`src/rtl/tx_trk_pkg.sv`:
```
package tx_trk_pkg;

    localparam int STAT_W   = 32;
    localparam int BIT_CRS  = 31;
    localparam int BIT_ABT  = 30;
    localparam int BIT_OWC  = 29;
    localparam int COLL_LO  = 24;
    localparam int COLL_W   = 4;
    localparam int BIT_OK   = 15;
    localparam int BIT_URUN = 14;
    localparam int BYTES_W  = 11;
    localparam int THR_LSB  = 16;
    localparam int THR_W    = 6;

    typedef enum logic [1:0] {
        RING_EMPTY   = 2'd0,
        RING_PARTIAL = 2'd1,
        RING_FULL    = 2'd2
    } ring_state_e;

    typedef struct packed {
        logic               done;
        logic               fault;
        logic               abort;
        logic               crs;
        logic               owc;
        logic               urun;
        logic [COLL_W-1:0]  coll;
        logic [BYTES_W-1:0] bytes;
    } cpl_info_t;

    function automatic cpl_info_t decode_status(input logic [STAT_W-1:0] w);
        cpl_info_t r;
        r.abort = w[BIT_ABT];
        r.owc   = w[BIT_OWC];
        r.crs   = w[BIT_CRS];
        r.urun  = w[BIT_URUN];
        r.done  = w[BIT_OK] | w[BIT_URUN] | w[BIT_ABT];
        r.fault = w[BIT_OWC] | w[BIT_ABT];
        r.coll  = w[COLL_LO +: COLL_W];
        r.bytes = w[BYTES_W-1:0];
        return r;
    endfunction

endpackage

```
`src/rtl/tx_ring_ctrl.sv`:
```
module tx_ring_ctrl
    import tx_trk_pkg::*;
#(
    parameter int SLOTS = 4,
    localparam int SLOT_W = $clog2(SLOTS),
    localparam int PTR_W  = SLOT_W + 1
) (
    input  logic              clk,
    input  logic              rst_n,
    input  logic              q_req,
    input  logic              oldest_done,
    output logic              accept,
    output logic              retire,
    output logic [SLOT_W-1:0] prod_slot,
    output logic [SLOT_W-1:0] ret_slot,
    output logic              full
);

    ring_state_e state_q, state_d;
    logic [PTR_W-1:0] prod_q, ret_q;
    logic [PTR_W-1:0] occ;

    assign occ       = prod_q - ret_q;
    assign prod_slot = prod_q[SLOT_W-1:0];
    assign ret_slot  = ret_q[SLOT_W-1:0];

    // accept / retire decisions come from the state, not the counters
    always_comb begin
        accept = q_req && (state_q != RING_FULL);
        retire = oldest_done && (state_q != RING_EMPTY);
    end

    always_comb begin
        state_d = state_q;
        unique case (state_q)
            RING_EMPTY: begin
                if (accept)
                    state_d = (SLOTS == 1) ? RING_FULL : RING_PARTIAL;
            end
            RING_PARTIAL: begin
                if (accept && !retire && occ == PTR_W'(SLOTS - 1))
                    state_d = RING_FULL;
                else if (retire && !accept && occ == PTR_W'(1))
                    state_d = RING_EMPTY;
            end
            RING_FULL: begin
                if (retire)
                    state_d = (SLOTS == 1) ? RING_EMPTY : RING_PARTIAL;
            end
            default: state_d = RING_EMPTY;
        endcase
    end

    always_ff @(posedge clk) begin
        if (!rst_n) state_q <= RING_EMPTY;
        else        state_q <= state_d;
    end

    always_ff @(posedge clk) begin
        if (!rst_n) begin
            prod_q <= '0;
            ret_q  <= '0;
        end else begin
            if (accept) prod_q <= prod_q + PTR_W'(1);
            if (retire) ret_q  <= ret_q + PTR_W'(1);
        end
    end

    always_comb full = (state_q == RING_FULL);

    p_occ_bound_r5: assert property (@(posedge clk) disable iff (!rst_n)
        occ <= PTR_W'(SLOTS));

    p_full_matches_occ_r5: assert property (@(posedge clk) disable iff (!rst_n)
        full == (occ == PTR_W'(SLOTS)));

    p_retire_frees_r10: assert property (@(posedge clk) disable iff (!rst_n)
        (full && retire) |=> !full);

    p_in_order_step_r6: assert property (@(posedge clk) disable iff (!rst_n)
        (ret_q != $past(ret_q)) |-> (ret_q == $past(ret_q) + PTR_W'(1)));

endmodule

```
`src/rtl/tx_cmd_gen.sv`:
```
module tx_cmd_gen
    import tx_trk_pkg::*;
#(
    parameter int SLOTS       = 4,
    parameter int LEN_W       = 11,
    parameter int MIN_LEN     = 60,
    parameter int INIT_THRESH = 256,
    parameter int THR_STEP    = 2,
    parameter int THR_CAP     = 48,
    localparam int SLOT_W     = $clog2(SLOTS),
    localparam int INIT_FLAG  = (INIT_THRESH * 2048) & 32'h003f0000,
    localparam int INIT_FIELD = INIT_FLAG / 65536
) (
    input  logic              clk,
    input  logic              rst_n,
    input  logic              accept,
    input  logic [LEN_W-1:0]  q_len,
    input  logic [SLOT_W-1:0] prod_slot,
    input  logic              bump,
    output logic              cmd_valid,
    output logic [SLOT_W-1:0] cmd_slot,
    output logic [STAT_W-1:0] cmd_word
);

    logic [THR_W-1:0]  thr_q;
    logic [LEN_W-1:0]  pad_len;
    logic [STAT_W-1:0] word_d;

    always_comb begin
        pad_len = (q_len < LEN_W'(MIN_LEN)) ? LEN_W'(MIN_LEN) : q_len;
        word_d  = '0;
        word_d[THR_LSB +: THR_W] = thr_q;
        word_d[LEN_W-1:0]        = pad_len;
    end

    always_ff @(posedge clk) begin
        if (!rst_n) begin
            thr_q <= THR_W'(INIT_FIELD);
        end else if (bump && (thr_q < THR_W'(THR_CAP))) begin
            thr_q <= thr_q + THR_W'(THR_STEP);
        end
    end

    always_ff @(posedge clk) begin
        if (!rst_n) begin
            cmd_valid <= 1'b0;
            cmd_slot  <= '0;
            cmd_word  <= '0;
        end else begin
            cmd_valid <= accept;
            if (accept) begin
                cmd_slot <= prod_slot;
                cmd_word <= word_d;
            end
        end
    end

    p_len_padded_r3: assert property (@(posedge clk) disable iff (!rst_n)
        cmd_valid |-> (cmd_word[LEN_W-1:0] >= LEN_W'(MIN_LEN)));

    p_thr_step_r8: assert property (@(posedge clk) disable iff (!rst_n)
        (thr_q != $past(thr_q)) |->
            ((thr_q == $past(thr_q) + THR_W'(THR_STEP)) && ($past(thr_q) < THR_W'(THR_CAP))));

endmodule

```
`src/rtl/tx_cpl_stats.sv`:
```
module tx_cpl_stats
    import tx_trk_pkg::*;
#(
    parameter int CNT_W  = 16,
    parameter int BYTE_W = 32
) (
    input  logic              clk,
    input  logic              rst_n,
    input  logic              retire,
    input  cpl_info_t         info,
    output logic              underrun_evt,
    output logic              clear_abort,
    output logic [CNT_W-1:0]  err_cnt,
    output logic [CNT_W-1:0]  crs_cnt,
    output logic [CNT_W-1:0]  owc_cnt,
    output logic [CNT_W-1:0]  fifo_cnt,
    output logic [CNT_W-1:0]  coll_cnt,
    output logic [BYTE_W-1:0] byte_cnt,
    output logic [CNT_W-1:0]  pkt_cnt
);

    logic bad_path, good_path;

    always_comb begin
        bad_path     = retire && info.fault;
        good_path    = retire && !info.fault;
        underrun_evt = good_path && info.urun;
    end

    always_ff @(posedge clk) begin
        if (!rst_n) begin
            clear_abort <= 1'b0;
            err_cnt     <= '0;
            crs_cnt     <= '0;
            owc_cnt     <= '0;
            fifo_cnt    <= '0;
            coll_cnt    <= '0;
            byte_cnt    <= '0;
            pkt_cnt     <= '0;
        end else begin
            clear_abort <= bad_path && info.abort;
            if (bad_path) begin
                err_cnt <= err_cnt + CNT_W'(1);
                if (info.crs) crs_cnt <= crs_cnt + CNT_W'(1);
                if (info.owc) owc_cnt <= owc_cnt + CNT_W'(1);
            end
            if (good_path) begin
                if (info.urun) fifo_cnt <= fifo_cnt + CNT_W'(1);
                coll_cnt <= coll_cnt + CNT_W'(info.coll);
                byte_cnt <= byte_cnt + BYTE_W'(info.bytes);
                pkt_cnt  <= pkt_cnt + CNT_W'(1);
            end
        end
    end

    p_abort_pulse_r7: assert property (@(posedge clk) disable iff (!rst_n)
        clear_abort |-> $past(retire && info.abort));

    p_fault_no_pkt_r7: assert property (@(posedge clk) disable iff (!rst_n)
        (retire && info.fault) |=> $stable(pkt_cnt));

    p_pkt_step_r9: assert property (@(posedge clk) disable iff (!rst_n)
        (pkt_cnt != $past(pkt_cnt)) |-> (pkt_cnt == $past(pkt_cnt) + CNT_W'(1)));

endmodule

```
`src/rtl/tx_slot_tracker.sv`:
```
module tx_slot_tracker
    import tx_trk_pkg::*;
#(
    parameter int SLOTS       = 4,
    parameter int LEN_W       = 11,
    parameter int MIN_LEN     = 60,
    parameter int INIT_THRESH = 256,
    parameter int CNT_W       = 16,
    parameter int BYTE_W      = 32,
    localparam int SLOT_W     = $clog2(SLOTS)
) (
    input  logic                    clk,
    input  logic                    rst_n,
    input  logic                    q_req,
    input  logic [LEN_W-1:0]        q_len,
    input  logic [SLOTS*STAT_W-1:0] slot_status,
    output logic                    cmd_valid,
    output logic [SLOT_W-1:0]       cmd_slot,
    output logic [STAT_W-1:0]       cmd_word,
    output logic                    q_full,
    output logic                    clear_abort,
    output logic [CNT_W-1:0]        err_cnt,
    output logic [CNT_W-1:0]        crs_cnt,
    output logic [CNT_W-1:0]        owc_cnt,
    output logic [CNT_W-1:0]        fifo_cnt,
    output logic [CNT_W-1:0]        coll_cnt,
    output logic [BYTE_W-1:0]       byte_cnt,
    output logic [CNT_W-1:0]        pkt_cnt
);

    logic              accept, retire, bump;
    logic [SLOT_W-1:0] prod_slot, ret_slot;
    logic [STAT_W-1:0] oldest_word;
    cpl_info_t         oldest_info;

    always_comb begin
        oldest_word = slot_status[ret_slot*STAT_W +: STAT_W];
        oldest_info = decode_status(oldest_word);
    end

    tx_ring_ctrl #(.SLOTS(SLOTS)) u_ring (
        .clk         (clk),
        .rst_n       (rst_n),
        .q_req       (q_req),
        .oldest_done (oldest_info.done),
        .accept      (accept),
        .retire      (retire),
        .prod_slot   (prod_slot),
        .ret_slot    (ret_slot),
        .full        (q_full)
    );

    tx_cmd_gen #(
        .SLOTS       (SLOTS),
        .LEN_W       (LEN_W),
        .MIN_LEN     (MIN_LEN),
        .INIT_THRESH (INIT_THRESH)
    ) u_cmd (
        .clk       (clk),
        .rst_n     (rst_n),
        .accept    (accept),
        .q_len     (q_len),
        .prod_slot (prod_slot),
        .bump      (bump),
        .cmd_valid (cmd_valid),
        .cmd_slot  (cmd_slot),
        .cmd_word  (cmd_word)
    );

    tx_cpl_stats #(.CNT_W(CNT_W), .BYTE_W(BYTE_W)) u_stats (
        .clk          (clk),
        .rst_n        (rst_n),
        .retire       (retire),
        .info         (oldest_info),
        .underrun_evt (bump),
        .clear_abort  (clear_abort),
        .err_cnt      (err_cnt),
        .crs_cnt      (crs_cnt),
        .owc_cnt      (owc_cnt),
        .fifo_cnt     (fifo_cnt),
        .coll_cnt     (coll_cnt),
        .byte_cnt     (byte_cnt),
        .pkt_cnt      (pkt_cnt)
    );

    p_no_cmd_when_full_r5: assert property (@(posedge clk) disable iff (!rst_n)
        (q_full && !retire) |=> !cmd_valid);

endmodule

```
`config.mk`:
```
export PLATFORM = sky130hd
export DESIGN_NAME = tx_slot_tracker
export DESIGN_NICKNAME = d
export VERILOG_FILES = /design/src/rtl/tx_trk_pkg.sv /design/src/rtl/tx_ring_ctrl.sv /design/src/rtl/tx_cmd_gen.sv /design/src/rtl/tx_cpl_stats.sv /design/src/rtl/tx_slot_tracker.sv
export SDC_FILE = /design/constraint.sdc
export NUM_CORES = 1
export LEC_CHECK = 0
export ABC_AREA = 1
export BUFFER_PORTS_ARGS = -buffer_cell sky130_fd_sc_hd__buf_4
export CORE_ASPECT_RATIO = 1.75
export CORE_UTILIZATION = 35
export CTS_CLUSTER_SIZE = 14
export DETAILED_ROUTE_END_ITERATION = 12
export PLACE_DENSITY = 0.58
export RECOVER_POWER = 50
export SYNTH_ARGS = -nofsm -noshare
export SYNTH_HDL_FRONTEND = slang
export SYNTH_SLANG_ARGS = --single-unit
```
`constraint.sdc`:
```
create_clock -name clk -period 2.9 [get_ports clk]
set_input_delay 0.435 -clock clk [delete_from_list [all_inputs] [get_ports clk]]
set_output_delay 0.435 -clock clk [all_outputs]
set_load 0.01 [all_outputs]
```
==> metrics <==
hold depth=3; critical-path maximum fanout=15; per-cell routed wire length=14.6 µm; Max rail drop VDD=405 µV; first-pass GRT wire length=49,500 µm; maximum buffer depth of the clock tree=2; Yosys cell types=40; DRT antenna net count=0; cells after synthesis=1,490; initial antenna violation count=0; Cell Area, Synth=0.00965 mm²; count leader, synth=nand2_1; post-synthesis sequential area ratio=33.4%; post-cts sizing count=0; minimum clock period=2.70 ns; Antenna Cells=0; Setup TNS=0 ns; PortBufs=242; Max Freq=0.371 GHz; Finished Layout Cells=2,115; Worst Reg2Reg Path Length in Cells=17; Synth top cells by count=nand2_1 (404), nor2_1 (163), dfxtp_1 (161); placed insts=2,083; setup violators final=0; Final Cycle Share=92.9%; die width=128 µm; top-area cell type share of the netlist area=33.4%; layout cells sized above 1=10.8%; Critical Path AT=3.08 ns; Syn Area/Cell=6.48 µm²; critical path startpoint category=flip-flop; Pwr Density=537 mW/mm²; Hold Crit Class=in -> reg; CTS tree=built; CP endpoint kind=flip-flop; largest net degree at the start of global routing=73; minimum setup slack among reg-to-reg paths=0.20 ns; total grt overflow=0; area of the core=0.0272 mm²; Hold Vio Cnt, Final=0; CTS buffer count=17; Yosys warning count=0; Post-synth EDFFs=0; Cell Rows=80; top cell type by total area after synthesis=dfxtp_1; top cells by area, synth=dfxtp_1 (33%), nand2_1 (16%), a21oi_1 (7.3%); Pre-Repair DR Iteration Count=7; Residual DRC=0; initial core utilization=35.5%; final core utilization=44.2%; Setup CP Type=reg -> reg; RePlAce Congestion=0.899; Post-CTS Setup Repair Bufs=0; routed via count=10.4k; net total in the final layout=1,902; placed wire-length estimate=23,600 µm; filler cell count in the final layout=3,042; Max-slew headroom=36.3%; number of synthesized register bits=161; WP data required=3.29 ns; Root Buffer=clkbuf_16; clock sink count=161; Ports=307; Area Growth Syn to Fin=24.6%; clk_lat worst skew=0.45 ns; CTS Hold Buffers Added=0; RSZ-0062 raised after global routing=false; fraction of synthesis flops using an asynchronous set or reset pin=0%; CTS H-tree lvls=4; Max Clock Skew=0.00867 ns; DIE AREA=0.0283 mm²; DRT iter0 DRCs=521; Die Height=222 µm; GRT Overall Usage=22.3%; Clk pin slew, worst setup/hold paths=0.07 ns; mean number of vias per cell=4.91; actual slew at the worst max-slew pin=0.953 ns; maxcap violations=0; status=complete, no violations; number of global-route vias before repair=9,946; Post-Route WL=31,000 µm; Pins Over Slew Limit=0; top_reg_cell synth=dfxtp_1; LEAKAGE=4.83 nW
-- cells in the final DEF (no fill, tap or decap), drive strengths merged, types with 26 or more instances in the layout --
cell type    n
clkbuf     166
nor2       167
nand3      114
a21oi      141
xnor2       26
nand2      407
buf        130
xor2        42
o21ai       87
dfxtp      161
nor3        47
inv        142
-- power by group --
group,switching [mW],internal (mW)
Sequential,0.0944,2.30
Combinational,1.01,0.583
Clock,0.986,1.49
-- worst paths after layout --
check,from,end
min,q_len[9],u_cmd.cmd_word[9]
max,u_ring.ret_q[0],u_stats.byte_cnt[20]
min reg2reg,u_cmd.cmd_slot[0],u_cmd.cmd_slot[0]
max reg2reg,u_ring.ret_q[0],u_stats.byte_cnt[20]
-- sequential cells by signal, indices dropped and copies added (netlist names), 16 cells and up --
name	flops
u_stats.pkt_cnt	16
u_stats.err_cnt	16
u_stats.crs_cnt	16
u_stats.byte_cnt	32
u_cmd.cmd_word	16
u_stats.owc_cnt	16
u_stats.coll_cnt	16
u_stats.fifo_cnt	16
-- critical path, cell delays in order, from the launching register on --
cell and delay, ns:
dfxtp_4 0.39, inv_6 0.11, o21ai_0 0.08, o22ai_1 0.22, ha_2 0.25, inv_1 0.05, fa_1 0.39, nand3b_1 0.18
nand2_1 0.15, nand3_1 0.09, nand3_1 0.13, inv_1 0.05, nor2_1 0.11, buf_4 0.15, nand2_1 0.07, nand2_1 0.06
nand2_1 0.04, nor2_1 0.10
-- routing by layer --
layer | vias up | global-route usage, % | share of wire (%)
li1 | 5311 | - | -
met1 | 4743 | 22.1 | 37
met2 | 274 | 42.7 | 55
met3 | 63 | 4.83 | 4.6
met4 | 0 | 11.1 | 3.6
met5 | - | 0 | 0
-- per-stage QoR --
step / cell area (µm²) / total power [mW] / worst slack [ns] / hold slack (ns)
after detailed placement: 11900 / 4.08 / 0.0130 / 0.459
after floorplan: 9710 / 3.49 / 0.163 / 0.454
after CTS: 12600 / 6.60 / 0.0115 / 0.160
final: 12000 / 6.46 / 0.205 / 0.188
after global placement: 11900 / 4.07 / 0.0613 / 0.455
after global routing: 12000 / 6.82 / 0.00608 / 0.176
-- logic make-up (layout without fill, tap and decap cells) --
family	Yosys count	in the layout	synth area share [%]
flip-flops	161	161	33.4
buffers and inverters	207	448	9.16
AO/OA/AOI/OAI	249	249	13.3
XOR/XNOR	68	68	6.17
other	1	16	0.0388
adder cells (fa/ha/maj)	27	27	3.73
AND/OR/NAND/NOR	777	777	34.2
-- area by class of cell --
type	count	area [µm²]	area share [%]
Clock buffer	20	457	3.80
Multi-Input combinational cell	1137	5620	46.7
Inverter	140	531	4.41
Sequential cell	161	3230	26.8
Clock inverter	12	179	1.49
Timing Repair Buffer	276	1560	13.0
Tap cell	369	462	3.84
No activity file was read; power rests on OpenSTA's default activity.
